<file path="src/rtl/pkt_datapath_reg_pkg.sv">
package pkt_datapath_reg_pkg;
  localparam int unsigned BYTE_W = 8;

  typedef enum logic [2:0] {
    SRC_HOLD = 3'd0,
    SRC_HDR  = 3'd1,
    SRC_PAY  = 3'd2,
    SRC_PAR  = 3'd3,
    SRC_SIDE = 3'd4
  } src_e;
endpackage

</file>
<file path="src/rtl/pdr_capture.sv">
module pdr_capture #(
  parameter int unsigned W = 8
) (
  input  logic         clk_i,
  input  logic         rst_ni,
  input  logic [W-1:0] data_i,
  input  logic         hdr_we_i,
  input  logic         side_we_i,
  output logic [W-1:0] hdr_o,
  output logic [W-1:0] side_o
);
  always_ff @(posedge clk_i or negedge rst_ni) begin
    if (!rst_ni) begin
      hdr_o  <= '0;
      side_o <= '0;
    end else begin
      if (hdr_we_i)  hdr_o  <= data_i;
      if (side_we_i) side_o <= data_i;
    end
  end
endmodule

</file>
<file path="src/rtl/pdr_out_sel.sv">
module pdr_out_sel
  import pkt_datapath_reg_pkg::*;
#(
  parameter int unsigned W = 8
) (
  input  logic         clk_i,
  input  logic         rst_ni,
  input  logic [W-1:0] data_i,
  input  logic [W-1:0] hdr_i,
  input  logic [W-1:0] side_i,
  input  logic         fifo_full_i,
  input  logic         first_ld_i,
  input  logic         pay_ld_i,
  input  logic         par_ld_i,
  input  logic         resume_i,
  output src_e         src_o,
  output logic [W-1:0] byte_o,
  output logic [W-1:0] dout_o
);
  always_comb begin
    if (first_ld_i)                   src_o = SRC_HDR;
    else if (pay_ld_i && !fifo_full_i) src_o = SRC_PAY;
    else if (par_ld_i && !fifo_full_i) src_o = SRC_PAR;
    else if (resume_i)                src_o = SRC_SIDE;
    else                              src_o = SRC_HOLD;
  end

  always_comb begin
    unique case (src_o)
      SRC_HDR:          byte_o = hdr_i;
      SRC_PAY, SRC_PAR: byte_o = data_i;
      SRC_SIDE:         byte_o = side_i;
      default:          byte_o = dout_o;
    endcase
  end

  always_ff @(posedge clk_i or negedge rst_ni) begin
    if (!rst_ni)               dout_o <= '0;
    else if (src_o != SRC_HOLD) dout_o <= byte_o;
  end
endmodule

</file>
<file path="src/rtl/pdr_parity.sv">
module pdr_parity #(
  parameter int unsigned W = 8
) (
  input  logic         clk_i,
  input  logic         rst_ni,
  input  logic         clr_i,
  input  logic         acc_en_i,
  input  logic         par_cap_i,
  input  logic [W-1:0] byte_i,
  output logic         err_o
);
  logic [W-1:0] acc_q, par_q;
  logic         chk_q;

  always_ff @(posedge clk_i or negedge rst_ni) begin
    if (!rst_ni) begin
      acc_q <= '0;
      par_q <= '0;
      chk_q <= 1'b0;
      err_o <= 1'b0;
    end else begin
      if (par_cap_i) par_q <= byte_i;
      if (clr_i) begin
        acc_q <= '0;
        chk_q <= 1'b0;
        err_o <= 1'b0;
      end else begin
        if (acc_en_i) acc_q <= acc_q ^ byte_i;
        chk_q <= par_cap_i;
        // compare one cycle after the parity byte was taken
        if (chk_q && (acc_q != par_q)) err_o <= 1'b1;
      end
    end
  end
endmodule

</file>
<file path="src/rtl/pdr_status.sv">
module pdr_status (
  input  logic clk_i,
  input  logic rst_ni,
  input  logic clr_i,
  input  logic pay_ld_i,
  input  logic resume_i,
  input  logic fifo_full_i,
  input  logic pkt_valid_i,
  output logic par_done_o,
  output logic pv_low_o
);
  logic done_set, low_set;

  assign done_set = (pay_ld_i && !fifo_full_i && !pkt_valid_i) ||
                    (resume_i && pv_low_o && !par_done_o);
  assign low_set  = pay_ld_i && !pkt_valid_i;

  always_ff @(posedge clk_i or negedge rst_ni) begin
    if (!rst_ni) begin
      par_done_o <= 1'b0;
      pv_low_o   <= 1'b0;
    end else if (clr_i) begin
      par_done_o <= 1'b0;
      pv_low_o   <= 1'b0;
    end else begin
      if (done_set) par_done_o <= 1'b1;
      if (low_set)  pv_low_o   <= 1'b1;
    end
  end
endmodule

</file>
<file path="src/rtl/pkt_datapath_reg.sv">
module pkt_datapath_reg
  import pkt_datapath_reg_pkg::*;
#(
  parameter int unsigned W = BYTE_W
) (
  input  logic         clk_i,
  input  logic         rst_ni,
  input  logic [W-1:0] data_i,
  input  logic         pkt_valid_i,
  input  logic         fifo_full_i,
  input  logic         hdr_det_i,
  input  logic         first_ld_i,
  input  logic         pay_ld_i,
  input  logic         resume_i,
  input  logic         stall_i,
  input  logic         par_ld_i,
  input  logic         clr_i,
  output logic [W-1:0] dout_o,
  output logic         err_o,
  output logic         par_done_o,
  output logic         pv_low_o
);
  logic [W-1:0] hdr_q, side_q, sel_byte;
  src_e         src;
  logic         acc_en;

  pdr_capture #(.W(W)) u_capture (
    .clk_i     (clk_i),
    .rst_ni    (rst_ni),
    .data_i    (data_i),
    .hdr_we_i  (hdr_det_i && pkt_valid_i),
    .side_we_i (stall_i && fifo_full_i),
    .hdr_o     (hdr_q),
    .side_o    (side_q)
  );

  pdr_out_sel #(.W(W)) u_out_sel (
    .clk_i       (clk_i),
    .rst_ni      (rst_ni),
    .data_i      (data_i),
    .hdr_i       (hdr_q),
    .side_i      (side_q),
    .fifo_full_i (fifo_full_i),
    .first_ld_i  (first_ld_i),
    .pay_ld_i    (pay_ld_i),
    .par_ld_i    (par_ld_i),
    .resume_i    (resume_i),
    .src_o       (src),
    .byte_o      (sel_byte),
    .dout_o      (dout_o)
  );

  // parity byte and post-valid bytes stay out of the check value
  assign acc_en = (src == SRC_HDR) ||
                  (src == SRC_PAY && pkt_valid_i) ||
                  (src == SRC_SIDE && !pv_low_o);

  pdr_parity #(.W(W)) u_parity (
    .clk_i     (clk_i),
    .rst_ni    (rst_ni),
    .clr_i     (clr_i),
    .acc_en_i  (acc_en),
    .par_cap_i (src == SRC_PAR),
    .byte_i    (sel_byte),
    .err_o     (err_o)
  );

  pdr_status u_status (
    .clk_i       (clk_i),
    .rst_ni      (rst_ni),
    .clr_i       (clr_i),
    .pay_ld_i    (pay_ld_i),
    .resume_i    (resume_i),
    .fifo_full_i (fifo_full_i),
    .pkt_valid_i (pkt_valid_i),
    .par_done_o  (par_done_o),
    .pv_low_o    (pv_low_o)
  );
endmodule

</file>
<file path="config.mk">
export PLATFORM = sky130hd
export DESIGN_NAME = pkt_datapath_reg
export DESIGN_NICKNAME = d
export VERILOG_FILES = /design/src/rtl/pkt_datapath_reg_pkg.sv /design/src/rtl/pdr_capture.sv /design/src/rtl/pdr_out_sel.sv /design/src/rtl/pdr_parity.sv /design/src/rtl/pdr_status.sv /design/src/rtl/pkt_datapath_reg.sv
export SDC_FILE = /design/constraint.sdc
export NUM_CORES = 1
export LEC_CHECK = 0
export BUFFER_PORTS_ARGS = -buffer_cell sky130_fd_sc_hd__clkbuf_2
export CORE_MARGIN = 2
export CORE_UTILIZATION = 40
export CTS_CLUSTER_SIZE = 8
export DETAILED_ROUTE_END_ITERATION = 8
export GPL_TIMING_DRIVEN = 1
export REMOVE_ABC_BUFFERS = 1
export SYNTH_ARGS = -nofsm -noshare
export SYNTH_HDL_FRONTEND = slang
export SYNTH_SLANG_ARGS = --single-unit
</file>
<file path="constraint.sdc">
create_clock -name clk_i -period 3.75 [get_ports clk_i]
set_input_delay 0.375 -clock clk_i [delete_from_list [all_inputs] [get_ports clk_i]]
set_output_delay 0.375 -clock clk_i [all_outputs]
set_load 0.05 [all_outputs]
</file>
# Yosys cells after proc, flatten, opt, wreduce, memory -nomap -nowiden
# Cells that the tools add are included.
# word_totals
regBits	44
input_bits	19
wordCells	53
# op_classes
eq_ne	5
n_mux	14
n_bitwise	1
reduce_logical	24
# ops
op	n
$pmux 8 s3	1
$mux 8	2
$mux 3	4
$logic_and 1x1->1	11
$ne 8x8->1	1
$reduce_bool 2->1	4
$xor 8x8->8	1
$mux 1	7
$eq 3x2->1 const B	2
$logic_not 1->1	4
$eq 3x1->1 const B	1
$eq 3x3->1 const B	1
$logic_or 1x1->1	3
$reduce_bool 3->1	1
$reduce_or 2->1	1

# Depth between registers and ports, before layout
# Gate-level depths: netlist (run 1).
# depth
depth_word	11
mapped_depth	6

# Cells and area by module
# From an unflattened synthesis (run 1), not the netlist that was laid out.
# unflattened
hier_cells	178
area_unflattened_um2	2240.9
# modules_own_cells
mod	n_inst	cells_each	area_per_inst_um2	seq_area_each_um2
pdr_parity	1	68	833.3	450.4
pdr_capture	1	34	663.1	400.4
pdr_out_sel	1	60	606.8	200.2
pdr_status	1	8	85.1	50.0
pkt_datapath_reg	1	8	52.6	0.0

# Worst setup path after synthesis (run 1)
# OpenSTA, ideal clock, no wires.
# synth_path
path_type	register to register
from	register u_out_sel.dout_o[0]
to	register u_parity.acc_q[0]
setup_time_ns	0.125
arrival_time_ns	1.566
required_time_ns	3.625
path_slack_ns	2.059
stages_incl_launch_ff	5
path_buffers	0
period_less_slack_ns	1.691
cell_sequence	dfrtp_1 nor2b_1 a211oi_1 a2111oi_2 mux2_2
# synth_between
elab_chain_cells	4
# synth_rtl
element	line	text
start: declaration	pdr_out_sel.sv:18	output logic [W-1:0] dout_o
start signal: assignment	pdr_out_sel.sv:39	else if (src_o != SRC_HOLD) dout_o <= byte_o;
$pmux 8 s3	pdr_out_sel.sv:29	unique case (src_o)
$xor 8x8->8	pdr_parity.sv:28	if (acc_en_i) acc_q <= acc_q ^ byte_i;
$mux 8	pdr_parity.sv:28	
$mux 8	pdr_parity.sv:23	if (clr_i) begin
end signal: assignment	pdr_parity.sv:28	
end: declaration	pdr_parity.sv:12	logic [W-1:0] acc_q, par_q;
# No other way between the ends. The select of a mux whose other input is x is not followed.
# A chain may end at the register's enable or synchronous reset.

# Worst setup path in the final report (run 1)
# layout_path
from	input port first_ld_i
to	register u_parity.par_q[0]
# layout_between
elab_chain_cells	4
elab_cells_between_ends	7
# layout_rtl
element	line	text
start: declaration	pkt_datapath_reg.sv:12	input logic first_ld_i,
$mux 3 (*)	pdr_out_sel.sv:21	if (first_ld_i) src_o = SRC_HDR;
$eq 3x2->1, on equally long branches	pdr_out_sel.sv:29, pkt_datapath_reg.sv:63	
$reduce_or 2->1	pdr_out_sel.sv:29	
$pmux 8 s3	pdr_out_sel.sv:29	
end signal: assignment	pdr_parity.sv:22	if (par_cap_i) par_q <= byte_i;
end: declaration	pdr_parity.sv:12	
# Every way passes the cells marked *; elsewhere a longest branch is shown, timed or not.

==> key figures, run 1 <==
Final layout
  – Commonest non-fill, non-tap cell in the layout: dfrtp_1
  – Post-Route Utilization: 45.7%
  – Final cell count without fillers: 298
  – Most frequent cells in the layout: dfrtp_1 (44), nor2_1 (30), clkbuf_2 (29), mux2_2 (20), nor2b_1 (16)
  – Layout cells sized above 1: 29.6%
  – Fillers: 554
  – P&R area growth vs syn: 11.8%
  – Antenna diode count: 0
  – Final #Nets: 244

Pwr
  – VDD IR-drop max: 0.203 mV
  – P_int: 0.824 mW
  – P_sw: 0.359 mW
  – Sw frac: 30.4%
  – Combinational share of power: 24.1%
  – Pwr Total: 1.18 mW
  – Sequential share of power: 50.4%
  – Clk pwr share: 25.5%
  – Leak Pwr: 1.09 nW
  – PwrDens: 479 nW/um^2

Outcome
  – Status: completed

STA
  – Maximum clock frequency: 0.583 GHz
  – Setup violators final: 0
  – Max-slew violations: 0
  – Clock skew: 4.85 ps
  – Hold Vio Cnt, Final: 0
  – Slew margin rel.: 28.1%
  – Slew @ Worst Pin: 1080 ps
  – WHS: 272 ps
  – TNS Setup: 0 ps
  – Period minus WS final: 1710 ps
  – RSZ-0062 raised after global routing: no
  – Fin crit share: 45.7%

Global routing
  – GRT overflow: 0
  – Pin count of the biggest net entering global routing: 45
  – Antenna violations before repair: 0
  – First-pass GRT wire length: 7.22 mm
  – Gr usage total: 15.0%
  – Vias in the first global route: 1,450

Logic synthesis
  – Sequential area share after synthesis: 49.9%
  – Syn. warnings: 0
  – Post-Syn Area per Cell: 11.1 um^2
  – Top cells by area, synth: dfrtp_1 (50%), mux2_2 (10%), nor2_1 (5.1%)
  – Number of synthesized register bits: 44
  – Synth top area share: 49.9%
  – Area leader, netlist: dfrtp_1
  – Post-Syn Area: 2210 um^2
  – Post-synthesis cell count: 199
  – Netlist cell types: 30

Setup path
  – Peak fanout along the critical path: 18
  – Worst setup SP type: primary input
  – Number of cells on the critical path: 3
  – Worst EP arrival: 1900 ps
  – Crit path max-delay cell type: or4b_1
  – R2r worst-path depth: 4
  – Cells along the critical path: clkbuf_2, or4b_1, mux2_2
  – Crit. End Element: flop
  – Worst Path Required: 3930 ps
  – CP max stage delay: 900 ps
  – Worst path bufs/invs: 1
  – Cell class contributing the biggest share of worst-path delay: simple AND/OR/NAND/NOR gates
  – WS Path Type: primary input to flop

Clocking
  – Setup Buffers After CTS: 0
  – Clock slew at reported path FFs: 80 ps
  – CTS H-tree depth: 2
  – Resize count post-CTS: 0
  – Root buffer cell: clkbuf_8
  – Total CTS buffers: 5
  – Worst-skew pair later-pin latency: 290 ps
  – CTS tree: done
  – Clk sink count: 44
  – Clk buf depth: 2
  – Hold-fix buffers at CTS: 0

Route
  – DRC Markers: 0
  – Post-route ant nets: 0
  – DR iter-0 viols: 67
  – Initial DRT Pass Iterations: 6
  – Wire per inst: 14.0 um
  – Avg Vias per Cell: 5.00
  – Vias: 1,490
  – Final wirelength: 4.17 mm

Floorplan
  – Initial Utilization: 40.9%
  – Die Height: 78.3 um
  – Io pins: 30
  – Die ar.: 6130 um^2
  – Rows: 27
  – Chip Width: 78.3 um
  – Core area: 5410 um^2

Placement
  – Placed cell count: 290
  – Count of input and output buffers: 29
  – Detailed placement HPWL: 3.08 mm
  – Routability Congestion: 0.701

Job
  – # Max-Cap Violations: 0

Hold path
  – Hold crit path type: primary input to async pin
==> metal layers <==
metal	track usage [%]	vias up	part of all wire, %
met4	4.21	0	0.62
met3	3.79	2	3.2
met1	21.8	717	52
li1	-	745	-
met5	0	-	0
met2	22.3	26	44
==> cell usage after synthesis <==
cell type and count:
dfrtp_1 44, nor2_1 30, mux2_2 20, nor2b_1 16, nand2_1 14, a21oi_1 10
xnor2_1 8, a221o_1 6, mux2_1 6, a211oi_1 4, and2_1 4, clkbuf_1 4
inv_1 4, o31ai_2 4, buf_2 3, buf_6 3, a2111oi_2 2, and2_4 2
nand4_1 2, nor3_1 2, o31ai_1 2, a311oi_4 1, and3b_2 1, nand3b_1 1
o21ai_0 1, o21ba_2 1, o21bai_4 1, or2_1 1, or3_1 1, or4b_1 1
==> sequential cells by signal, summed over array words and instances, names as in the netlist <==
| name | flops |
|---|---|
| u_out_sel.dout_o | 8 |
| u_capture.side_o | 8 |
| u_status.pv_low_o | 1 |
| u_parity.err_o | 1 |
| u_status.par_done_o | 1 |
| u_parity.chk_q | 1 |
| u_parity.par_q | 8 |
| u_parity.acc_q | 8 |
| u_capture.hdr_o | 8 |
==> kinds of logic (layout without fill, tap and decap cells) <==
family / Yosys count / after routing / synth area share, %
buf+inv: 14 / 41 / 3.57
compound gates: 32 / 32 / 13.4
flops: 44 / 44 / 49.9
xor+xnor: 8 / 8 / 3.17
mux: 26 / 26 / 13.3
simple gates: 75 / 75 / 16.8
==> power by group through the flow <==
| stage | Sequential (mW) | Combinational [mW] | Clock [mW] |
|---|---|---|---|
| after global placement | 0.603 | 0.284 | 0 |
| after CTS | 0.596 | 0.289 | 0.314 |
| after floorplan | 0.643 | 0.166 | 0 |
| final | 0.596 | 0.285 | 0.302 |
| after global routing | 0.607 | 0.316 | 0.327 |
| after detailed placement | 0.606 | 0.288 | 0 |
==> final timing paths <==
kind / startpoint / end / slack [ps]
setup reg to reg: u_out_sel.dout_o[2]$_DFFE_PN0P_ / u_parity.acc_q[2]$_DFFE_PN0P_ / 2260
setup / recovery: first_ld_i / u_parity.par_q[0]$_DFFE_PN0P_ / 2040
hold reg to reg: u_parity.par_q[3]$_DFFE_PN0P_ / u_parity.par_q[3]$_DFFE_PN0P_ / 500
min in group clk_i: data_i[5] / u_capture.hdr_o[5]$_DFFE_PN0P_ / 350
max in group asynchronous: rst_ni / u_status.pv_low_o$_DFFE_PN0P_ / 2810
hold / removal: rst_ni / u_parity.par_q[5]$_DFFE_PN0P_ / 270
==> layout make-up <==
class / instances / area (um^2) / area share, %
clock buffer: 8 / 90.1 / 3.65
inverter: 4 / 15.0 / 0.608
multi-input combinational: 141 / 1030 / 41.6
sequential: 44 / 1100 / 44.6
tap: 72 / 90.1 / 3.65
timing repair buffer: 29 / 145 / 5.88
==> metrics by stage <==
stage                     area (um^2)  setup WS, ps
after floorplan                  2140          2060
after global placement           2380          1760
after detailed placement         2380          1720
after CTS                        2470          2040
after global routing             2470          1960
final                            2470          2040
Power figures use the tool's default switching activity.
==> run 2, diff against run 1 <==
==> constraint.sdc (replaced) <==
create_clock -name clk_i -period 1.7 [get_ports clk_i]
set_input_delay 0.17 -clock clk_i [delete_from_list [all_inputs] [get_ports clk_i]]
set_output_delay 0.17 -clock clk_i [all_outputs]
set_load 0.05 [all_outputs]
==> run 2 against run 1 <==
  * Total power is 120% higher
  * Sequential share of layout area is 0.99 points lower
  * Global-route usage is 1.1 points higher
  * Worst hold slack worse by 140 ps
  * Clock-buffer cell count is 1 lower
  * Final cell count is 1.7% higher
  * Sequential cell count stayed put
  * Cell area is 2.3% higher
  * Routed wire length is 5.1% higher
  * Largest power group unchanged
  * Highest routed layer unchanged
==> key figures, run 2 (synthesized netlist as in run 1, its figures left out) <==
Outcome
  – Status: completed

STA
  – Slew margin rel.: 64.5%
  – Period minus WS final: 1490 ps
  – Hold Vio Cnt, Final: 0
  – Fin crit share: 87.7%
  – Setup violators final: 0
  – Clock skew: 6.12 ps
  – TNS Setup: 0 ps
  – RSZ-0062 raised after global routing: no
  – Maximum clock frequency: 0.671 GHz
  – Slew @ Worst Pin: 533 ps
  – Max-slew violations: 0

Setup path
  – Worst setup SP type: flop
  – Peak fanout along the critical path: 2
  – Worst path bufs/invs: 0
  – WS Path Type: flop to flop
  – Crit. End Element: flop
  – R2R Path Start: u_out_sel.dout_o[2]$_DFFE_PN0P_
  – CP max stage delay: 430 ps
  – Crit path from: u_out_sel.dout_o[2]$_DFFE_PN0P_
  – Number of cells on the critical path: 4
  – Cell class contributing the biggest share of worst-path delay: compound AO/OA/AOI/OAI gates
  – Worst EP arrival: 1680 ps
  – Cells along the critical path: nor2b_1, a211oi_1, a2111oi_2, mux2_2
  – Crit path max-delay cell type: a2111oi_2
  – R2r worst-path depth: 4
  – Worst Path Required: 1890 ps

Route
  – Final wirelength: 4.38 mm
  – DRC Markers: 0
  – DR iter-0 viols: 84
  – Avg Vias per Cell: 4.92
  – Vias: 1,490
  – Initial DRT Pass Iterations: 4
  – Wire per inst: 14.4 um
  – Post-route ant nets: 0

Pwr
  – Combinational share of power: 24.3%
  – Clk pwr share: 25.9%
  – VDD IR-drop max: 0.400 mV
  – PwrDens: 1050 nW/um^2
  – Leak Pwr: 1.11 nW
  – P_sw: 0.819 mW
  – Sequential share of power: 49.8%
  – Sw frac: 31.0%
  – P_int: 1.83 mW

Final layout
  – Post-Route Utilization: 46.7%
  – Fillers: 544
  – Post-layout instance area: 2530 um^2
  – Antenna diode count: 0
  – P&R area growth vs syn: 14.4%
  – Final #Nets: 249
  – Commonest non-fill, non-tap cell in the layout: dfrtp_1
  – Layout cells sized above 1: 31.2%
  – Most frequent cells in the layout: dfrtp_1 (44), nor2_1 (30), clkbuf_2 (29), mux2_2 (20), nor2b_1 (16)

Placement
  – Area after DPL: 2420 um^2
  – Routability Congestion: 0.761
  – Detailed placement HPWL: 3.32 mm
  – Count of input and output buffers: 29

Floorplan
  – Die Height: 78.3 um
  – Die ar.: 6130 um^2
  – Rows: 27
  – Io pins: 30
  – Core area: 5410 um^2
  – Chip Width: 78.3 um
  – Initial Utilization: 40.9%

Clocking
  – Clk buf depth: 2
  – CTS tree: done
  – CTS H-tree depth: 2
  – Clk sink count: 44
  – Worst-skew pair later-pin latency: 290 ps
  – Clock slew at reported path FFs: 80 ps
  – Root buffer cell: clkbuf_8
  – Total CTS buffers: 5

Hold path
  – Startpoint of the worst hold path: data_i[7]
  – Worst hold stages: 2
  – Hold crit path type: primary input to flop

Global routing
  – GRT overflow: 0
  – Antenna violations before repair: 0
  – Gr usage total: 16.1%
  – First-pass GRT wire length: 7.67 mm
  – Vias in the first global route: 1,508
  – Pin count of the biggest net entering global routing: 27

Job
  – # Max-Cap Violations: 0
run 2: layout make-up:
type | instances | area, um^2 | share of cell area [%]
Clock buffer | 7 | 86.3 | 3.42
Clock inverter | 1 | 7.51 | 0.297
Inverter | 4 | 15.0 | 0.594
Multi-Input combinational cell | 141 | 1030 | 40.7
Sequential cell | 44 | 1100 | 43.6
Tap cell | 72 | 90.1 | 3.57
Timing Repair Buffer | 34 | 198 | 7.83
run 2: metrics by stage:
step | setup WS, ps | power, mW | hold WS (ps) | cells
2_1_floorplan | 9.71 | 1.79 | -126 | 189
4_1_cts | 183 | 2.68 | 127 | 303
5_1_grt | 105 | 2.81 | 124 | 303
3_3_place_gp | 34.1 | 1.97 | 165 | 294
3_5_place_dp | 21.1 | 1.99 | 170 | 294
6_report | 210 | 2.64 | 134 | 303
run 2: repair_timing:
action | 4_1_cts | 5_1_grt
hold endpoints to repair | 18 | 0
buffers inserted | 0 | 0
gates resized for setup | 0 | 0
hold buffers | 1 | 0
run 2: final timing paths:
path	to	slack [ps]
max reg2reg	u_parity.acc_q[2]$_DFFE_PN0P_	210
min in group asynchronous	u_out_sel.dout_o[5]$_DFFE_PN0P_	380
max in group asynchronous	u_capture.hdr_o[1]$_DFFE_PN0P_	800
max	u_parity.acc_q[2]$_DFFE_PN0P_	210
min	u_capture.side_o[7]$_DFFE_PN0P_	130
min reg2reg	u_capture.side_o[6]$_DFFE_PN0P_	510
run 2: worst register-to-register path, cell delays in order, from the launching register on:
cell	delay (ps)
dfrtp_1	360
nor2b_1	130
a211oi_1	80
a2111oi_2	430
mux2_2	380
run 2: layer usage:
layer	wire, um	global-route usage, %	share of wire (%)
met3	165	3.45	3.8
met5	0	0	0
met2	1920	23.6	44
met1	2220	23.5	51
met4	74	5.79	1.7
run 2: power by group through the flow:
stage | combinational [mW] | clock (mW) | sequential [mW]
after global placement | 0.641 | 0 | 1.33
after CTS | 0.655 | 0.712 | 1.32
after detailed placement | 0.652 | 0 | 1.34
final | 0.643 | 0.685 | 1.32
after global routing | 0.717 | 0.757 | 1.34
after floorplan | 0.366 | 0 | 1.42
==> run 3, diff against run 2 <==
--- a/config.mk
+++ b/config.mk
@@ -7,7 +7,7 @@
 export LEC_CHECK = 0
 export BUFFER_PORTS_ARGS = -buffer_cell sky130_fd_sc_hd__clkbuf_2
 export CORE_MARGIN = 2
-export CORE_UTILIZATION = 40
+export CORE_UTILIZATION = 41
 export CTS_CLUSTER_SIZE = 8
 export DETAILED_ROUTE_END_ITERATION = 8
 export GPL_TIMING_DRIVEN = 1
==> constraint.sdc (replaced) <==
create_clock -name clk_i -period 1.7 [get_ports clk_i]
set_input_delay 0.255 -clock clk_i [delete_from_list [all_inputs] [get_ports clk_i]]
set_output_delay 0.255 -clock clk_i [all_outputs]
set_load 0.05 [all_outputs]
==> run 3 against run 2 <==
  * Non-clock buffer count is 3 higher
  * Total power is 6.9% higher
  * Largest power group unchanged
  * Setup slack worse by 18 ps
  * Die area decreased by 2.3%
  * Highest routed layer unchanged
==> key figures, run 3 (synthesized netlist as in run 1, its figures left out) <==
Clocking
  – Hold-fix buffers at CTS: 0
  – Root buffer cell: clkbuf_8
  – CTS H-tree depth: 2
  – CTS tree: done
  – Setup Buffers After CTS: 0
  – Clk buf depth: 2
  – Clock slew at reported path FFs: 80 ps
  – Resize count post-CTS: 0
  – Total CTS buffers: 5
  – Worst-skew pair later-pin latency: 290 ps
  – Clk sink count: 44

Route
  – Final wirelength: 4.28 mm
  – Wire per inst: 14.1 um
  – Post-route ant nets: 0
  – DRC Markers: 0
  – Avg Vias per Cell: 4.99
  – Initial DRT Pass Iterations: 4
  – DR iter-0 viols: 76
  – Vias: 1,518

Final layout
  – Commonest non-fill, non-tap cell in the layout: dfrtp_1
  – Most frequent cells in the layout: dfrtp_1 (44), nor2_1 (30), clkbuf_2 (29), mux2_2 (20), nor2b_1 (16)
  – Final #Nets: 252
  – Post-Route Utilization: 49.9%
  – Layout cells sized above 1: 32.9%
  – Final cell count without fillers: 304
  – Post-layout instance area: 2560 um^2
  – FF/Latch Area: 1100 um^2
  – P&R area growth vs syn: 16.1%
  – Fillers: 509
  – Footprint of the multi-input gates: 1030 um^2
  – Antenna diode count: 0

Setup path
  – Crit path max-delay cell type: dfrtp_1
  – CP max stage delay: 400 ps
  – Cell class contributing the biggest share of worst-path delay: flip-flops
  – Crit. End Element: flop
  – Peak fanout along the critical path: 5
  – Worst path bufs/invs: 2
  – WS Path Type: flop to flop
  – Worst EP arrival: 1680 ps
  – Worst Path Required: 1870 ps
  – Worst setup SP type: flop
  – Cells along the critical path: inv_1, a311oi_4, buf_4, a21oi_1, mux2_1

Floorplan
  – Io pins: 30
  – Die Height: 77.4 um
  – Core area: 5140 um^2
  – Die ar.: 5990 um^2
  – Rows: 26
  – Chip Width: 77.4 um
  – Initial Utilization: 43.0%

STA
  – Max-slew violations: 0
  – Maximum clock frequency: 0.663 GHz
  – Slew margin rel.: 63.9%
  – Hold Vio Cnt, Final: 0
  – Fin crit share: 88.7%
  – Setup violators final: 0
  – Slew @ Worst Pin: 542 ps
  – Clock skew: 7.24 ps
  – Period minus WS final: 1510 ps
  – TNS Setup: 0 ps
  – RSZ-0062 raised after global routing: no

Hold path
  – Hold crit path type: primary input to async pin

Pwr
  – Leak Pwr: 1.14 nW
  – VDD IR-drop max: 0.409 mV
  – PwrDens: 1100 nW/um^2

Global routing
  – Vias in the first global route: 1,465
  – GRT overflow: 0
  – Antenna violations before repair: 0
  – Pin count of the biggest net entering global routing: 45
  – Gr usage total: 15.5%
  – First-pass GRT wire length: 7.28 mm

Placement
  – Placed cell count: 296
  – Count of input and output buffers: 29
  – Detailed placement HPWL: 3.23 mm
  – Area after DPL: 2440 um^2
  – Routability Congestion: 0.862

Job
  – # Max-Cap Violations: 0

Outcome
  – Status: completed
==> run 3: cell count changes in the layout (fill, tap and decap cells not counted) <==
| cell | previous run | this run |
|---|---|---|
| buf_4 | 3 | 8 |
| buf_12 | 1 | 0 |
| bufinv_16 | 0 | 1 |
| clkbuf_1 | 1 | 0 |
| clkbuf_8 | 6 | 7 |
| clkinvlp_4 | 1 | 0 |
| dlygate4sd3_1 | 1 | 0 |
==> run 3: metal layers <==
| layer | global-route usage (%) | up-vias | part of all wire (%) |
|---|---|---|---|
| li1 | - | 758 | - |
| met1 | 22.3 | 731 | 52 |
| met2 | 23.2 | 22 | 44 |
| met3 | 3.72 | 7 | 3.3 |
| met4 | 4.82 | 0 | 1.2 |
| met5 | 0 | - | 0 |
==> run 3: path summary, 6_finish.rpt <==
check                                              start                               to  slack [ps]  cells past startpoint
max                        u_status.pv_low_o$_DFFE_PN0P_    u_parity.acc_q[7]$_DFFE_PN0P_         190                      5
min                                               rst_ni  u_status.par_done_o$_DFFE_PN0P_          30                      2
max reg2reg                u_status.pv_low_o$_DFFE_PN0P_    u_parity.acc_q[7]$_DFFE_PN0P_         190                      5
min reg2reg                u_parity.par_q[4]$_DFFE_PN0P_    u_parity.par_q[4]$_DFFE_PN0P_         510                      2
max in group asynchronous                         rst_ni  u_capture.side_o[3]$_DFFE_PN0P_        1300                      2
min in group clk_i                             data_i[4]  u_capture.side_o[4]$_DFFE_PN0P_         220                      2
==> run 3: per-stage QoR <==
step           setup WS (ps)  hold WS, ps  power, mW
3_5_place_dp           -57.6          373       1.99
4_1_cts                  202         48.6       2.86
2_1_floorplan           9.71        -40.6       1.79
5_1_grt                 98.5         72.2       2.99
3_3_place_gp           -32.5          377       1.98
6_report                 192         27.9       2.83
==> run 3: worst reg2reg max path, stage by stage (launching register included) <==
cell and delay, ps:
dfrtp_1 400, inv_1 90, a311oi_4 330, buf_4 210
a21oi_1 50, mux2_1 310
==> run 3: area by class of cell <==
class                   instances  area share (%)
clock buffers                   7            3.76
clock inverters                 1            1.17
inverters                       4           0.586
multi-input cells             141            40.1
flip-flops and latches         44            42.9
well taps                      70            3.42
repair buffers                 37            8.00
==> run 3: power by group <==
group          leakage (nW)  switching (mW)  internal [mW]  total [mW]
clock                0.0645           0.349          0.519       0.867
combinational         0.537           0.354          0.289       0.643
sequential            0.541           0.109           1.21        1.32
